<file path="src/rtl/pbus_pkg.sv">
package pbus_pkg;
   localparam int unsigned PB_AW = 8;
   localparam int unsigned PB_DW = 8;

   function automatic logic [PB_AW-1:0] pb_invalid_addr();
      return {PB_AW{1'b1}};
   endfunction

   typedef enum logic [1:0] {
      PB_IDLE  = 2'd0,
      PB_READ  = 2'd1,
      PB_POLL  = 2'd2
   } pb_drive_e;
endpackage

</file>
<file path="src/rtl/pbus_decode.sv">
module pbus_decode #(
   parameter int unsigned AW      = 8,
   parameter logic [AW-1:0] WR_ADDR = 8'h73,
   parameter logic [AW-1:0] RD_ADDR = 8'hF3
) (
   input  logic [AW-1:0] addr,
   input  logic          poll,
   output logic          wr_sel,
   output logic          rd_sel
);
   localparam logic [AW-1:0] NOADDR = {AW{1'b1}};

   logic addr_ok;

   assign addr_ok = (addr != NOADDR) && !poll;
   assign wr_sel  = addr_ok && (addr == WR_ADDR);
   assign rd_sel  = addr_ok && (addr == RD_ADDR);

   initial begin
      if (WR_ADDR == NOADDR) $error("write address may not be the reserved address");
      if (RD_ADDR == NOADDR) $error("read address may not be the reserved address");
      if (WR_ADDR == RD_ADDR) $error("read and write addresses must differ");
   end

   // the reserved address never selects anything
   a_r4_no_reserved_hit : assert property (@(addr) (addr == NOADDR) |-> !(wr_sel || rd_sel));
   // poll blocks both decodes
   a_r10_poll_blocks : assert property (@(poll) poll |-> !(wr_sel || rd_sel));
endmodule

</file>
<file path="src/rtl/pbus_wlatch.sv">
module pbus_wlatch #(
   parameter int unsigned DW = 8,
   parameter logic [DW-1:0] RST_VAL = '0
) (
   input  logic          clk,
   input  logic          rst_n,
   input  logic          dv,
   input  logic          sel,
   input  logic [DW-1:0] din,
   output logic [DW-1:0] q
);
   logic dv_q;
   logic take;

   assign take = dv && !dv_q && sel;

   always_ff @(posedge clk or negedge rst_n) begin
      if (!rst_n) begin
         dv_q <= 1'b0;
         q    <= RST_VAL;
      end else begin
         dv_q <= dv;
         if (take) q <= din;
      end
   end

   // no change without a fresh strobe edge
   a_r3_hold_without_edge : assert property (@(posedge clk) disable iff (!rst_n)
      (!dv || dv_q) |=> $stable(q));
   // an addressed edge loads the data
   a_r2_capture : assert property (@(posedge clk) disable iff (!rst_n)
      (dv && !dv_q && sel) |=> (q == $past(din)));
endmodule

</file>
<file path="src/rtl/pbus_irq.sv">
module pbus_irq #(
   parameter bit CLR_WINS = 1'b0
) (
   input  logic clk,
   input  logic rst_n,
   input  logic req,
   input  logic clr,
   output logic pend
);
   logic pend_nx;

   generate
      if (CLR_WINS) begin : g_clr_first
         always_comb begin
            pend_nx = pend;
            if (req) pend_nx = 1'b1;
            if (clr) pend_nx = 1'b0;
         end
      end else begin : g_set_first
         always_comb begin
            pend_nx = pend;
            if (clr) pend_nx = 1'b0;
            if (req) pend_nx = 1'b1;
         end
         // a simultaneous set is never lost
         a_r8_set_wins : assert property (@(posedge clk) disable iff (!rst_n)
            req |=> pend);
      end
   endgenerate

   always_ff @(posedge clk or negedge rst_n) begin
      if (!rst_n) pend <= 1'b0;
      else        pend <= pend_nx;
   end

   // clear without request drops the flag
   a_r8_clear : assert property (@(posedge clk) disable iff (!rst_n)
      (clr && !req) |=> !pend);
   // flag holds without clear or request
   a_r8_hold : assert property (@(posedge clk) disable iff (!rst_n)
      (!clr && !req) |=> $stable(pend));
endmodule

</file>
<file path="src/rtl/pbus_node.sv">
module pbus_node #(
   parameter int unsigned AW       = 8,
   parameter int unsigned DW       = 8,
   parameter logic [AW-1:0] WR_ADDR = 8'h73,
   parameter logic [AW-1:0] RD_ADDR = WR_ADDR | (AW'(1) << (AW-1)),
   parameter int unsigned POLL_BIT = 3,
   parameter bit CLR_WINS          = 1'b0
) (
   input  logic          clk,
   input  logic          rst_n,
   input  logic [AW-1:0] bus_addr,
   input  logic [DW-1:0] bus_d,
   input  logic          bus_dv,
   input  logic          bus_poll,
   output logic [DW-1:0] bus_d_oe,
   output logic [DW-1:0] bus_d_o,
   output logic          srq_oe,
   input  logic          irq_req,
   input  logic          irq_clr,
   output logic [DW-1:0] ctl_q,
   input  logic [DW-1:0] stat_d
);
   import pbus_pkg::*;

   localparam logic [DW-1:0] POLL_MASK = DW'(1) << POLL_BIT;

   logic      wr_sel, rd_sel, pend;
   pb_drive_e mode;

   initial begin
      if (POLL_BIT >= DW) $error("poll bit outside the data bus");
      if (AW != PB_AW) $error("address width differs from bus width");
   end

   pbus_decode #(.AW(AW), .WR_ADDR(WR_ADDR), .RD_ADDR(RD_ADDR)) u_dec (
      .addr(bus_addr), .poll(bus_poll), .wr_sel(wr_sel), .rd_sel(rd_sel));

   pbus_wlatch #(.DW(DW), .RST_VAL('0)) u_wl (
      .clk(clk), .rst_n(rst_n), .dv(bus_dv), .sel(wr_sel),
      .din(bus_d), .q(ctl_q));

   pbus_irq #(.CLR_WINS(CLR_WINS)) u_irq (
      .clk(clk), .rst_n(rst_n), .req(irq_req), .clr(irq_clr), .pend(pend));

   always_comb begin
      mode = PB_IDLE;
      if (bus_dv && bus_poll && pend) mode = PB_POLL;
      else if (bus_dv && rd_sel)      mode = PB_READ;
   end

   generate
      for (genvar i = 0; i < DW; i++) begin : g_line
         always_comb begin
            unique case (mode)
               PB_READ: bus_d_oe[i] = !stat_d[i];
               PB_POLL: bus_d_oe[i] = POLL_MASK[i];
               default: bus_d_oe[i] = 1'b0;
            endcase
         end
         assign bus_d_o[i] = !bus_d_oe[i];
      end
   endgenerate

   assign srq_oe = pend;

   // nothing driven without the strobe
   a_r6_quiet_idle : assert property (@(posedge clk) disable iff (!rst_n)
      !bus_dv |-> (bus_d_oe == '0));
   // poll answer is a single line
   a_r9_poll_line : assert property (@(posedge clk) disable iff (!rst_n)
      (bus_dv && bus_poll) |-> ($countones(bus_d_oe) <= 1));
   // request line follows the pending flag one edge after a request
   a_r7_srq : assert property (@(posedge clk) disable iff (!rst_n)
      irq_req |=> srq_oe || CLR_WINS);
endmodule

</file>
<file path="config.mk">
export PLATFORM = sky130hd
export DESIGN_NAME = pbus_node
export DESIGN_NICKNAME = d
export VERILOG_FILES = /design/src/rtl/pbus_pkg.sv /design/src/rtl/pbus_decode.sv /design/src/rtl/pbus_wlatch.sv /design/src/rtl/pbus_irq.sv /design/src/rtl/pbus_node.sv
export SDC_FILE = /design/constraint.sdc
export NUM_CORES = 1
export LEC_CHECK = 0
export BUFFER_PORTS_ARGS = -buffer_cell sky130_fd_sc_hd__buf_4
export CAP_MARGIN = 30
export CORE_MARGIN = 1
export CORE_UTILIZATION = 37
export CTS_CLUSTER_SIZE = 14
export DETAILED_ROUTE_END_ITERATION = 10
export PLACE_DENSITY_LB_ADDON = 0.05
export SYNTH_ARGS = -nofsm -noshare
export SYNTH_HDL_FRONTEND = slang
export SYNTH_SLANG_ARGS = --single-unit
</file>
<file path="constraint.sdc">
create_clock -name clk -period 1.95 [get_ports clk]
set_input_delay 0.2925 -clock clk [delete_from_list [all_inputs] [get_ports clk]]
set_output_delay 0.2925 -clock clk [all_outputs]
set_load 0.05 [all_outputs]
</file>
After elaboration in Yosys (flattened, before gate mapping):

Cells that the tools add are included.

* equality and inequality tests: 5
* reductions and logical operators: 27
* mux-type cells: 12

Operators with widths (number)
* $logic_not 1->1: 18
* $mux 1: 10
* $eq 8x7->1 const B: 1
* $eq 8x8->1 const B: 1
* $logic_and 1x1->1: 8
* $ne 8x8->1 const B: 1
* $eq 2x1->1 const B: 1
* $eq 2x2->1 const B: 1
* $mux 2: 1
* $pmux 1 s2: 1
* $reduce_bool 2->1: 1

* register bits: 10
* bits of input ports: 30

Depth between registers and ports, before layout:

* depth after elaboration: 9
* mapped depth: 4
* gate-level depth less buffers: 3

Hierarchy:

A second synthesis with hierarchy kept.

* cells, all modules: 48
* area total of the unflattened synthesis: 546.8 µm²

By module, submodules not included
* pbus_wlatch: area each 335.3 µm², cells an instance 18, instances 1
* pbus_node: area each 145.1 µm², cells an instance 22, instances 1
* pbus_irq: area each 36.3 µm², cells an instance 3, instances 1
* pbus_decode: area each 30.0 µm², cells an instance 5, instances 1

Worst setup path after synthesis:

No wires, ideal clock.

* path type: input-to-output
* from: input port bus_poll
* to: output port bus_d_oe[3]
* arrival time: 2079 ps
* stages: 4
* setup slack: -422 ps
* cells stage by stage: nor4b_4 > nand4_2 > buf_6 > o21ai_0

* cells in the longest elaborated chain, start to end: 8
* elaborated cells on any way between the ends: 11
* those cells by class: eq/ne: 2; mux: 3; reduce/logical: 6

Ends and longest elaborated chain
* start, declared: line pbus_node.sv:14 `input logic bus_poll,`
* $logic_not 1->1: line pbus_decode.sv:15 `assign addr_ok = (addr != NOADDR) && !poll;`
* $logic_and 1x1->1: line pbus_decode.sv:15
* $logic_and 1x1->1: line pbus_decode.sv:17 `assign rd_sel = addr_ok && (addr == RD_ADDR);`
* $logic_and 1x1->1: line pbus_node.sv:48 `else if (bus_dv && rd_sel) mode = PB_READ;`
* $mux 1: line pbus_node.sv:48
* $mux 2 (*): line pbus_node.sv:47 `if (bus_dv && bus_poll && pend) mode = PB_POLL;`
* $eq 2x2->1 / $eq 2x1->1 (equally long branches): line pbus_node.sv:54 `unique case (mode)`
* $pmux 1 s2 (*): line pbus_node.sv:54
* end, declared: line pbus_node.sv:15 `output logic [DW-1:0] bus_d_oe,`

Mark *: on every way between the ends. The rest lies on a longest branch, timed or not.

Worst setup path in the final report:

* from: input port bus_poll
* to: output port bus_d_o[7]

* cells in the longest elaborated chain, start to end: 9
* elaborated cells on any way between the ends: 11
* those cells by class: eq/ne: 1; mux: 3; reduce/logical: 7

Ends and longest elaborated chain
* $logic_not 1->1: line pbus_decode.sv:15
* $logic_and 1x1->1: line pbus_decode.sv:15
* $logic_and 1x1->1: line pbus_decode.sv:17
* $logic_and 1x1->1: line pbus_node.sv:48
* $mux 1: line pbus_node.sv:48
* $mux 2 (*): line pbus_node.sv:47
* $eq 2x1->1 (*): line pbus_node.sv:54
* $mux 1 (*): line pbus_node.sv:54
* $logic_not 1->1 (*): line pbus_node.sv:60 `assign bus_d_o[i] = !bus_d_oe[i];`
* end, declared: line pbus_node.sv:16 `output logic [DW-1:0] bus_d_o,`

Marks and branches as above.

==> results.ini <==
[worst_hold_path]
hold_depth=1
min_to=u_wl.dv_q
worstHoldPathType=input port to flop
min_from=bus_dv

[final_layout]
fin_nets=135
antennaDiodeCount=0
drive_gt1_frac=0.760
final_util=0.778
area_growth_pct=86.4
nFillCells=100

[logic_synthesis]
synth_common_cells=dfrtp_1, mux2_4, nor2_1
synth_cell_types=17
synthMostInstantiatedCell=dfrtp_1
ys_top_cells_by_area=dfrtp_1, mux2_4, or2_2, nor2_1, nor4b_4
yosysTopAreaCellShare=0.444
syn_area_per_cell_um2=12.8
yosys.area.top_type=dfrtp_1
ys.flop_type=dfrtp_1
synthCells=44
synth_area_um2=563
synth_seq_area_share=0.444
async_flop_share=1.00
synth_edf_count=0
ys_warn_count=0
synth_seq_cells=10
synth_nets=74

[timing]
relSlewSlack=0.810
worstMarginPinSlew_ns=0.284
tns_ns=0
rsz0062_at_grt=no
hold_viol=0
finalCriticalPeriod_ns=1.77
final.setup_skew_ns=0.00203
timing.final.crit_share=0.909
final_max_slew_viol_count=0
setup_viol=0
fmax_mhz=564

[setup_path]
crit_family=simple AND/OR/NAND/NOR gates
critPathLaunchType=input port
cpMostUsedCell=buf_4
crit_path_max_fanout=13
criticalPathCategory=input port to output pin
rrSetupSlack_ns=0.56
crit_arrival_ns=1.48
rr_worst_depth=3
path_cells=buf_4 > nor4b_4 > nand4_4 > or2_2 > buf_4
critPathBufInv=2
cpPeakStageDelay_ns=0.34
worstPathRequired_ns=1.66
r2r-start=u_wl.dv_q
crit_slowest_cell=nor4b_4
end_kind=output pin
r2r-end=u_wl.q[1]

[clock_tree]
cts_made_buffers=3
cts_tree=yes
cts_setup_buffers=0
worst_skew_pair.late_latency_ns=0.26
cts-htree-levels=1
cts_sinks=10
path_clk_slew_ns=0.06
clock_path_buffers=2
cts_root_buffer=clkbuf_4

[global_routing]
grt_pass1_vias=465
met3_usage=0.0815
grt_util_met2=0.328
top_usage_layer=met2
gr-usage-all-layers=0.184
grt_pass1_wl_mm=1.90
met1_usage=0.182
grt_max_degree=14
gr-total-overflow=0
antenna_found_initial=0

[die]
die_y_um=41.0
start_util=0.417
dieArea_mm2=0.00168
die-width_um=41.0
rows=13
core_area_mm2=0.00135
ios=55

[route]
ant_nets=0
wl_per_cell_um=12.8
drtIter0Drc=1
via_count=565
firstDrtPassIters=2
drcViolationCount=0
routed_via_density=4.75
routed_wl_mm=1.53

[power]
powerDensity_mw_per_mm2=477
power_w=0.000501
p_leak_nw=0.582
ir_drop_v=0.000356

[outcome]
status=complete, no violations

[place]
dp_hpwl_mm=1.29
io_buffers=54
gp_congestion=0.693

[run]
cap_viol_max_count=0

[metal layers]
layer / vias to the layer above / routed length (µm)
li1: 272 / -
met1: 258 / 530
met2: 35 / 838
met3: 0 / 159
met4: 0 / 0
met5: - / 0
[timing repair]
item	CTS	global route
setup endpoints to repair	0	1
hold buffers	1	0
hold endpoints to repair	10	0
resized for setup	0	1
[power breakdown]
part	leakage, nW	total (W)	internal, W	switching (W)
registers	0.134	0.000215	0.000212	0.00000294
logic	0.428	0.000105	0.0000564	0.0000490
clock network	0.0210	0.000181	0.000113	0.0000674
[sequential cells by signal, summed over array words and instances, names as in the netlist]
name and cells:
u_wl.dv_q 1, u_wl.q 8, u_irq.pend 1
[area by class of cell]
class	count	area, µm²	area share
Inverter	1	3.75	0.00358
Timing Repair Buffer	57	430	0.410
Tap cell	15	18.8	0.0179
Sequential cell	10	250	0.238
Multi-Input combinational cell	32	310	0.296
Clock buffer	4	36.3	0.0346
[metrics by stage]
stage	setup WS, ns	hold WS (ns)	instance area, µm²	cells
after CTS	0.0904	0.144	1040	119
after global routing	0.0804	0.146	1050	119
after detailed placement	0.0954	0.122	995	114
after global placement	0.122	0.124	995	114
final	0.177	0.155	1050	119
after floorplan	0.0201	-0.00309	567	44
[worst max-delay path by stage]
stage	end	startpoint	cells after the start	slack (ns)
after floorplan	bus_d_oe[0]	bus_poll	4	0.02
after global placement	bus_d_o[4]	bus_poll	5	0.12
after detailed placement	bus_d_oe[1]	bus_poll	6	0.1
after CTS	bus_d_oe[1]	bus_poll	6	0.09
after global routing	bus_d_oe[1]	bus_poll	6	0.08
final	bus_d_o[7]	bus_poll	5	0.18
[cell usage in the layout, fill, tap and decap left out]
cell type and count:
inv_1 1, o21a_1 1, and2_1 1, dlygate4sd3_1 1, nand3_1 1, and4bb_2 1
dfrtp_1 10, or2_1 1, o21ai_2 1, nor2_1 7, clkbuf_4 3, clkbuf_8 1
nand4_4 2, a21o_1 1, buf_4 56, or2_2 6, mux2_4 8, nor4b_4 1
and3_1 1
[cells by family (layout without fill, tap and decap cells)]
family	after synthesis	count (layout)	synth area share
AO/OA/AOI/OAI	3	3	0.0356
buffers and inverters	2	62	0.0267
flip-flops	10	10	0.444
multiplexers	8	8	0.213
AND/OR/NAND/NOR	21	21	0.280
Power figures use the tool's default switching activity.
